[config.mk]
export PLATFORM = sky130hd
export DESIGN_NAME = sliced_addsub
export DESIGN_NICKNAME = d
export VERILOG_FILES = /design/src/rtl/sas_pkg.sv /design/src/rtl/sas_steer_in.sv /design/src/rtl/sas_slice.sv /design/src/rtl/sas_steer_out.sv /design/src/rtl/sliced_addsub.sv
export SDC_FILE = /design/constraint.sdc
export NUM_CORES = 1
export LEC_CHECK = 0
export CAP_MARGIN = 20
export CORE_MARGIN = 4
export CORE_UTILIZATION = 40
export CTS_CLUSTER_DIAMETER = 120
export CTS_CLUSTER_SIZE = 30
export DETAILED_ROUTE_END_ITERATION = 12
export PLACE_DENSITY = 0.69
export SYNTH_ARGS = -nofsm -noshare
export SYNTH_HDL_FRONTEND = slang
export SYNTH_SLANG_ARGS = --single-unit
[constraint.sdc]
create_clock -name clk -period 10.8 [get_ports clk]
set_input_delay 1.62 -clock clk [delete_from_list [all_inputs] [get_ports clk]]
set_output_delay 1.62 -clock clk [all_outputs]
set_load 0.01 [all_outputs]
[src/rtl/sas_pkg.sv]
package sas_pkg;

    typedef enum logic [1:0] {
        OWN_NONE = 2'd0,
        OWN_A    = 2'd1,
        OWN_B    = 2'd2
    } owner_e;

    function automatic int low_index(input logic [15:0] m);
        int r;
        r = 0;
        for (int i = 15; i >= 0; i--) begin
            if (m[i]) r = i;
        end
        return r;
    endfunction

    function automatic int pop_count(input logic [15:0] m);
        int r;
        r = 0;
        for (int i = 0; i < 16; i++) begin
            if (m[i]) r = r + 1;
        end
        return r;
    endfunction

endpackage

[src/rtl/sas_steer_in.sv]
module sas_steer_in
    import sas_pkg::*;
#(
    parameter  int SW = 8,
    parameter  int NS = 4,
    localparam int DW = SW * NS,
    localparam int IW = $clog2(NS + 1)
) (
    input  logic          clk,
    input  logic          rst_n,
    input  logic [DW-1:0] a_op1,
    input  logic [DW-1:0] a_op2,
    input  logic [NS-1:0] a_map,
    input  logic          a_sub,
    input  logic [DW-1:0] b_op1,
    input  logic [DW-1:0] b_op2,
    input  logic [NS-1:0] b_map,
    input  logic          b_sub,
    output logic [SW-1:0] x_q     [NS],
    output logic [SW-1:0] y_q     [NS],
    output owner_e        own_q   [NS],
    output logic          sub_q   [NS],
    output logic          chain_q [NS],
    output logic [IW-1:0] a_lo_q,
    output logic [IW-1:0] a_cnt_q,
    output logic [IW-1:0] b_lo_q,
    output logic [IW-1:0] b_cnt_q
);

    logic [NS-1:0] b_eff;
    int            a_lo, a_cnt, b_lo, b_cnt;
    logic [DW-1:0] a_x_sh, a_y_sh, b_x_sh, b_y_sh;
    owner_e        own_d [NS];

    assign b_eff = b_map & ~a_map;

    always_comb begin
        a_lo   = low_index(16'(a_map));
        a_cnt  = pop_count(16'(a_map));
        b_lo   = low_index(16'(b_eff));
        b_cnt  = pop_count(16'(b_eff));
        a_x_sh = a_op1 << (a_lo * SW);
        a_y_sh = a_op2 << (a_lo * SW);
        b_x_sh = b_op1 << (b_lo * SW);
        b_y_sh = b_op2 << (b_lo * SW);
    end

    always_ff @(posedge clk or negedge rst_n) begin
        if (!rst_n) begin
            a_lo_q  <= '0;
            a_cnt_q <= '0;
            b_lo_q  <= '0;
            b_cnt_q <= '0;
        end else begin
            a_lo_q  <= IW'(a_lo);
            a_cnt_q <= IW'(a_cnt);
            b_lo_q  <= IW'(b_lo);
            b_cnt_q <= IW'(b_cnt);
        end
    end

    for (genvar s = 0; s < NS; s++) begin : g_slice
        logic [SW-1:0] xd, yd;
        logic          sd;
        logic          ch_d;

        assign own_d[s] = a_map[s] ? OWN_A : (b_eff[s] ? OWN_B : OWN_NONE);

        if (s == 0) begin : g_base
            assign ch_d = 1'b0;
        end else begin : g_upper
            assign ch_d = (own_d[s] != OWN_NONE) && (own_d[s] == own_d[s-1]);
        end

        always_comb begin
            unique case (own_d[s])
                OWN_A: begin
                    xd = a_x_sh[s*SW +: SW];
                    yd = a_y_sh[s*SW +: SW];
                    sd = a_sub;
                end
                OWN_B: begin
                    xd = b_x_sh[s*SW +: SW];
                    yd = b_y_sh[s*SW +: SW];
                    sd = b_sub;
                end
                default: begin
                    xd = '0;
                    yd = '0;
                    sd = 1'b0;
                end
            endcase
        end

        always_ff @(posedge clk or negedge rst_n) begin
            if (!rst_n) begin
                own_q[s]   <= OWN_NONE;
                x_q[s]     <= '0;
                y_q[s]     <= '0;
                sub_q[s]   <= 1'b0;
                chain_q[s] <= 1'b0;
            end else begin
                own_q[s]   <= own_d[s];
                sub_q[s]   <= sd;
                chain_q[s] <= ch_d;
                if (own_d[s] != OWN_NONE) begin
                    x_q[s] <= xd;
                    y_q[s] <= yd;
                end
            end
        end


        a_wins_slice_chk: assert property (@(posedge clk) disable iff (!rst_n)
            a_map[s] |=> (own_q[s] == OWN_A));
    end

endmodule

[src/rtl/sas_slice.sv]
module sas_slice #(
    parameter int SW = 8
) (
    input  logic [SW-1:0] x,
    input  logic [SW-1:0] y,
    input  logic          sub_own,
    input  logic          chain,
    input  logic          sub_dn,
    input  logic          c_dn,
    output logic [SW-1:0] sum,
    output logic          c_up,
    output logic          sub_up,
    output logic          v
);

    logic          sub_eff, cin;
    logic [SW-1:0] yi;
    logic [SW-1:0] lo_sum;
    logic [1:0]    hi_sum;

    always_comb begin
        sub_eff = chain ? sub_dn : sub_own;
        cin     = chain ? c_dn : sub_own;
        yi      = y ^ {SW{sub_eff}};
        lo_sum  = {1'b0, x[SW-2:0]} + {1'b0, yi[SW-2:0]} + {{(SW-1){1'b0}}, cin};
        hi_sum  = {1'b0, x[SW-1]} + {1'b0, yi[SW-1]} + {1'b0, lo_sum[SW-1]};
        sum     = {hi_sum[0], lo_sum[SW-2:0]};
        c_up    = hi_sum[1];
        sub_up  = sub_eff;
        v       = hi_sum[1] ^ lo_sum[SW-1];
    end

endmodule

[src/rtl/sas_steer_out.sv]
module sas_steer_out
    import sas_pkg::*;
#(
    parameter  int     SW  = 8,
    parameter  int     NS  = 4,
    parameter  owner_e WHO = OWN_A,
    localparam int     DW  = SW * NS,
    localparam int     IW  = $clog2(NS + 1)
) (
    input  logic          clk,
    input  logic          rst_n,
    input  logic [SW-1:0] sum [NS],
    input  logic          v   [NS],
    input  owner_e        own [NS],
    input  logic [IW-1:0] lo,
    input  logic [IW-1:0] cnt,
    output logic [DW-1:0] res,
    output logic          ovf,
    output logic          vld
);

    logic [DW-1:0] grp, sh;
    logic          sgn;
    int            top;

    always_comb begin
        grp = '0;
        for (int s = 0; s < NS; s++) begin
            if (own[s] == WHO) grp[s*SW +: SW] = sum[s];
        end
        sh  = grp >> (int'(lo) * SW);
        sgn = 1'b0;
        top = 0;
        ovf = 1'b0;
        vld = (cnt != '0);
        if (cnt != '0) begin
            sgn = sh[int'(cnt) * SW - 1];
            top = int'(lo) + int'(cnt) - 1;
            ovf = v[top];
        end
        for (int j = 0; j < NS; j++) begin
            res[j*SW +: SW] = (j < int'(cnt)) ? sh[j*SW +: SW] : {SW{sgn}};
        end
    end


    one_slice_sext_chk: assert property (@(posedge clk) disable iff (!rst_n)
        (cnt == IW'(1)) |-> (res[DW-1:SW-1] == {(DW-SW+1){res[SW-1]}}));

endmodule

[src/rtl/sliced_addsub.sv]
module sliced_addsub
    import sas_pkg::*;
#(
    parameter  int SLICE_W = 8,
    parameter  int N_SLICE = 4,
    localparam int DW      = SLICE_W * N_SLICE,
    localparam int IW      = $clog2(N_SLICE + 1)
) (
    input  logic               clk,
    input  logic               rst_n,
    input  logic [DW-1:0]      a_op1,
    input  logic [DW-1:0]      a_op2,
    input  logic [N_SLICE-1:0] a_map,
    input  logic               a_sub,
    input  logic [DW-1:0]      b_op1,
    input  logic [DW-1:0]      b_op2,
    input  logic [N_SLICE-1:0] b_map,
    input  logic               b_sub,
    output logic [DW-1:0]      a_res,
    output logic               a_ovf,
    output logic               a_vld,
    output logic [DW-1:0]      b_res,
    output logic               b_ovf,
    output logic               b_vld
);

    logic [SLICE_W-1:0] x_q     [N_SLICE];
    logic [SLICE_W-1:0] y_q     [N_SLICE];
    owner_e             own_q   [N_SLICE];
    logic               sub_q   [N_SLICE];
    logic               chain_q [N_SLICE];
    logic [IW-1:0]      a_lo_q, a_cnt_q, b_lo_q, b_cnt_q;

    logic [SLICE_W-1:0] sl_sum [N_SLICE];
    logic               sl_cup [N_SLICE];
    logic               sl_sup [N_SLICE];
    logic               sl_v   [N_SLICE];

    logic [DW-1:0]      ra_d, rb_d;
    logic               oa_d, ob_d, va_d, vb_d;

    sas_steer_in #(.SW(SLICE_W), .NS(N_SLICE)) u_steer_in (
        .clk     (clk),
        .rst_n   (rst_n),
        .a_op1   (a_op1),
        .a_op2   (a_op2),
        .a_map   (a_map),
        .a_sub   (a_sub),
        .b_op1   (b_op1),
        .b_op2   (b_op2),
        .b_map   (b_map),
        .b_sub   (b_sub),
        .x_q     (x_q),
        .y_q     (y_q),
        .own_q   (own_q),
        .sub_q   (sub_q),
        .chain_q (chain_q),
        .a_lo_q  (a_lo_q),
        .a_cnt_q (a_cnt_q),
        .b_lo_q  (b_lo_q),
        .b_cnt_q (b_cnt_q)
    );

    for (genvar s = 0; s < N_SLICE; s++) begin : g_alu
        logic sub_dn, c_dn;
        if (s == 0) begin : g_first
            assign sub_dn = 1'b0;
            assign c_dn   = 1'b0;
        end else begin : g_next
            assign sub_dn = sl_sup[s-1];
            assign c_dn   = sl_cup[s-1];
        end

        sas_slice #(.SW(SLICE_W)) u_slice (
            .x       (x_q[s]),
            .y       (y_q[s]),
            .sub_own (sub_q[s]),
            .chain   (chain_q[s]),
            .sub_dn  (sub_dn),
            .c_dn    (c_dn),
            .sum     (sl_sum[s]),
            .c_up    (sl_cup[s]),
            .sub_up  (sl_sup[s]),
            .v       (sl_v[s])
        );
    end

    sas_steer_out #(.SW(SLICE_W), .NS(N_SLICE), .WHO(OWN_A)) u_out_a (
        .clk   (clk),
        .rst_n (rst_n),
        .sum   (sl_sum),
        .v     (sl_v),
        .own   (own_q),
        .lo    (a_lo_q),
        .cnt   (a_cnt_q),
        .res   (ra_d),
        .ovf   (oa_d),
        .vld   (va_d)
    );

    sas_steer_out #(.SW(SLICE_W), .NS(N_SLICE), .WHO(OWN_B)) u_out_b (
        .clk   (clk),
        .rst_n (rst_n),
        .sum   (sl_sum),
        .v     (sl_v),
        .own   (own_q),
        .lo    (b_lo_q),
        .cnt   (b_cnt_q),
        .res   (rb_d),
        .ovf   (ob_d),
        .vld   (vb_d)
    );

    always_ff @(posedge clk or negedge rst_n) begin
        if (!rst_n) begin
            a_res <= '0;
            a_ovf <= 1'b0;
            a_vld <= 1'b0;
            b_res <= '0;
            b_ovf <= 1'b0;
            b_vld <= 1'b0;
        end else begin
            a_res <= ra_d;
            a_ovf <= oa_d;
            a_vld <= va_d;
            b_res <= rb_d;
            b_ovf <= ob_d;
            b_vld <= vb_d;
        end
    end

    logic [1:0] up_cnt;
    always_ff @(posedge clk or negedge rst_n) begin
        if (!rst_n)              up_cnt <= 2'd0;
        else if (up_cnt != 2'd2) up_cnt <= up_cnt + 2'd1;
    end


    a_empty_quiet_chk: assert property (@(posedge clk) disable iff (!rst_n)
        !a_vld |-> (a_res == '0 && !a_ovf));


    b_empty_quiet_chk: assert property (@(posedge clk) disable iff (!rst_n)
        !b_vld |-> (b_res == '0 && !b_ovf));


    a_latency_chk: assert property (@(posedge clk) disable iff (!rst_n)
        (up_cnt == 2'd2) |-> (a_vld == $past(|a_map, 2)));


    b_latency_chk: assert property (@(posedge clk) disable iff (!rst_n)
        (up_cnt == 2'd2) |-> (b_vld == $past(|(b_map & ~a_map), 2)));

endmodule

==> out/qor.csv <==
metric;value;unit
status;finished clean;
# DRC;0;
xor/xnor share of the synthesized area;0.0432;
Final min period;9.67;ns
Mapped Avg Cell Area;8.65;um2
most frequent cells in the layout;nand2_1, clkdlybuf4s50_1, dfrtp_1;
CP max FO;9;
Slew @ Worst Pin;1.12;ns
Post-synth EDFFs;0;
Starting DRT DRC Count;1123;
drt wl/cell;22.6;um
main flop type after synthesis;dfrtp_1;
post-synthesis cell count;1267;
first drt pass iteration count;5;
Synthesized Nets;1456;
synthesized flop and latch total;157;
Final Hold Viols;0;
sequential area share after synthesis;0.359;
number of global-route vias before repair;10329;
DRT antenna net count;0;
setup repair after global routing missed its margin;no;
# fillers;2457;
gp weighted congestion;1.01;
CP arrival;10.03;ns
Leak;0.00585;uW
ys async rst share;1.00;
Post-Synth Adder-Cell Area;0.0635;
Nets;1619;
largest net degree at the start of global routing;97;
synthesized area;0.0110;mm2
Final period util;0.896;
Worst Skew;0.0161;ns
core area;0.0270;mm2
Worst Hold Class;flop to flop;
Root Driver;clkbuf_16;
Max stage delay on crit path;0.63;ns
main combinational cell family by area after synthesis;compound AO/OA/AOI/OAI gates;
Resized Gates After CTS;0;
CTS tree;yes;
cell area after layout;0.0139;mm2
Unique masters post-synth;69;
CP most frequent cell;fa_1;
Area growth syn-to-layout;26.8;%
clock-pin slew on the worst setup and hold paths;0.07;ns
H-tree depth;4;
final setup TNS;0;ns
n_diodes;0;
mux share of post-synthesis cell area;0.0966;
share of cells above drive strength 1;0.0749;
Setup Fix Bufs, Post-CTS;0;
Power per Cell Area;190;mW/mm2
CTS sink cnt;157;
setup ws final;1.13;ns
detailed placer's ending HPWL;31.4;mm
CTS Buf Count;17;
vias after detailed routing;10625;
post-synthesis compound-gate area fraction;0.220;
first-pass GRT wire length;61.7;mm
DP Area;0.0133;mm2
port bufs;207;
Crit Path Class;flop to flop;
max_cap viols;0;
most common cell after layout, fill and taps aside;nand2_1;
hold_ws;0.534;ns
drt total wl;40.3;mm
Starting Density;0.406;
Peak VDD IR;0.000123;V
CP Capture Type;flop;
maximum buffer depth of the clock tree;2;
Ports;208;
total congestion overflow;0;
simple-gate share of the synthesized area;0.180;
cts hold-fix bufs;0;
setup slack at placement;1.22;ns
via/cell ratio;5.96;
initial antenna violation count;0;
GRT Overall Usage;0.261;
Core Rows;60;
Warnings, synthesis;0;
endpoints failing setup;0;
Setup crit start kind;flop;
Worst Path Required;11.16;ns
Slew Viols, Final;0;
Slew headroom;0.248;
# placed instances;1752;
slowest CP cell;fa_1;
Die Ht;173;um
fmax;0.103;GHz
Worst path top cell family by delay;adder cells;
Layout Cells excl Fill;1783;
Die Area;0.0301;mm2
die span in x;173;um
Clk Latency, worst-skew pair;0.44;ns
Buf/Inv on CP;0;
==> worst min-delay path: cells and delay by family (launching register included) <==
family	cells	cell delay (ns)
compound gates	2	0.15
flops	1	0.35
==> path summary, 6_finish.rpt <==
check	from	endpoint	slack, ns	cells after the start
setup / recovery	u_steer_in.sub_q[3]$_DFF_PN0_	a_res[18]$_DFF_PN0_	1.13	29
hold / removal	u_steer_in.x_q[19]$_DFFE_PN0P_	u_steer_in.x_q[19]$_DFFE_PN0P_	0.53	2
setup reg to reg	u_steer_in.sub_q[3]$_DFF_PN0_	a_res[18]$_DFF_PN0_	1.13	29
hold reg to reg	u_steer_in.x_q[19]$_DFFE_PN0P_	u_steer_in.x_q[19]$_DFFE_PN0P_	0.53	2
max in group asynchronous	rst_n	u_steer_in.x_q[10]$_DFFE_PN0P_	8.15	2
min in group asynchronous	rst_n	a_res[1]$_DFF_PN0_	1.28	1
==> power by group <==
group	switching (uW)	internal, uW
sequential	74.8	713
combinational	681	514
clock	276	374
total	1030	1600
==> cell usage after synthesis (8+ instances only) <==
| library cell | count | area (um2) |
|---|---|---|
| nor2_1 | 40 | 150 |
| a21oi_1 | 52 | 260 |
| inv_1 | 25 | 93.8 |
| a31oi_1 | 34 | 213 |
| ha_1 | 38 | 475 |
| a22oi_1 | 20 | 150 |
| o21ai_2 | 9 | 78.8 |
| xnor2_1 | 34 | 298 |
| o211ai_1 | 36 | 270 |
| clkbuf_1 | 60 | 225 |
| buf_2 | 10 | 50.1 |
| nand2b_1 | 8 | 50.1 |
| nor3b_1 | 8 | 60.1 |
| xor2_1 | 20 | 175 |
| a211oi_1 | 14 | 105 |
| nand2_1 | 232 | 871 |
| o21ai_0 | 96 | 480 |
| a221oi_1 | 11 | 96.3 |
| nand3_1 | 58 | 290 |
| o21ai_1 | 45 | 225 |
| dfrtp_1 | 157 | 3930 |
| fa_1 | 11 | 220 |
| mux2_2 | 24 | 270 |
| mux2i_1 | 72 | 721 |
| nor2b_1 | 27 | 169 |
==> logic make-up after synthesis <==
logic type	Yosys count
buffers and inverters	105
adder cells (fa/ha/maj)	49
flip-flops	157
AO/OA/AOI/OAI	381
AND/OR/NAND/NOR	422
multiplexers	99
XOR/XNOR	54
==> per-stage QoR <==
stage	utilization	total power, uW
finish	0.515	2630
detailed placement	0.492	1980
CTS	0.515	2630
global placement	0.492	1960
global route	0.515	2760
floorplan	-	1440
==> routing by layer <==
metal  wire length [um]  vias up  global-route usage
met5                  0        -                   0
met4               1890        0               0.109
met1              16700     5036               0.352
met3               3410      105              0.0441
met2              18300      604               0.416
li1                   -     4880                   -
==> sequential cells by signal, summed over array words and instances (netlist names) <==
signal              cells
u_steer_in.y_q         32
u_steer_in.sub_q        4
u_steer_in.x_q         32
b_vld                   1
b_ovf                   1
u_steer_in.b_cnt_q      3
u_steer_in.chain_q      3
a_vld                   1
u_steer_in.a_cnt_q      3
b_res                  32
u_steer_in.a_lo_q       2
u_steer_in.own_q        8
a_res                  32
a_ovf                   1
u_steer_in.b_lo_q       2
==> layout make-up <==
class,count,area [um2],area share
well taps,341,427,0.0307
multi-input cells,1005,6630,0.477
flip-flops and latches,157,3930,0.283
clock inverters,14,203,0.0146
clock buffers,17,425,0.0306
inverters,29,109,0.00784
repair buffers,220,2170,0.156
No activity file was read; power rests on OpenSTA's default activity.
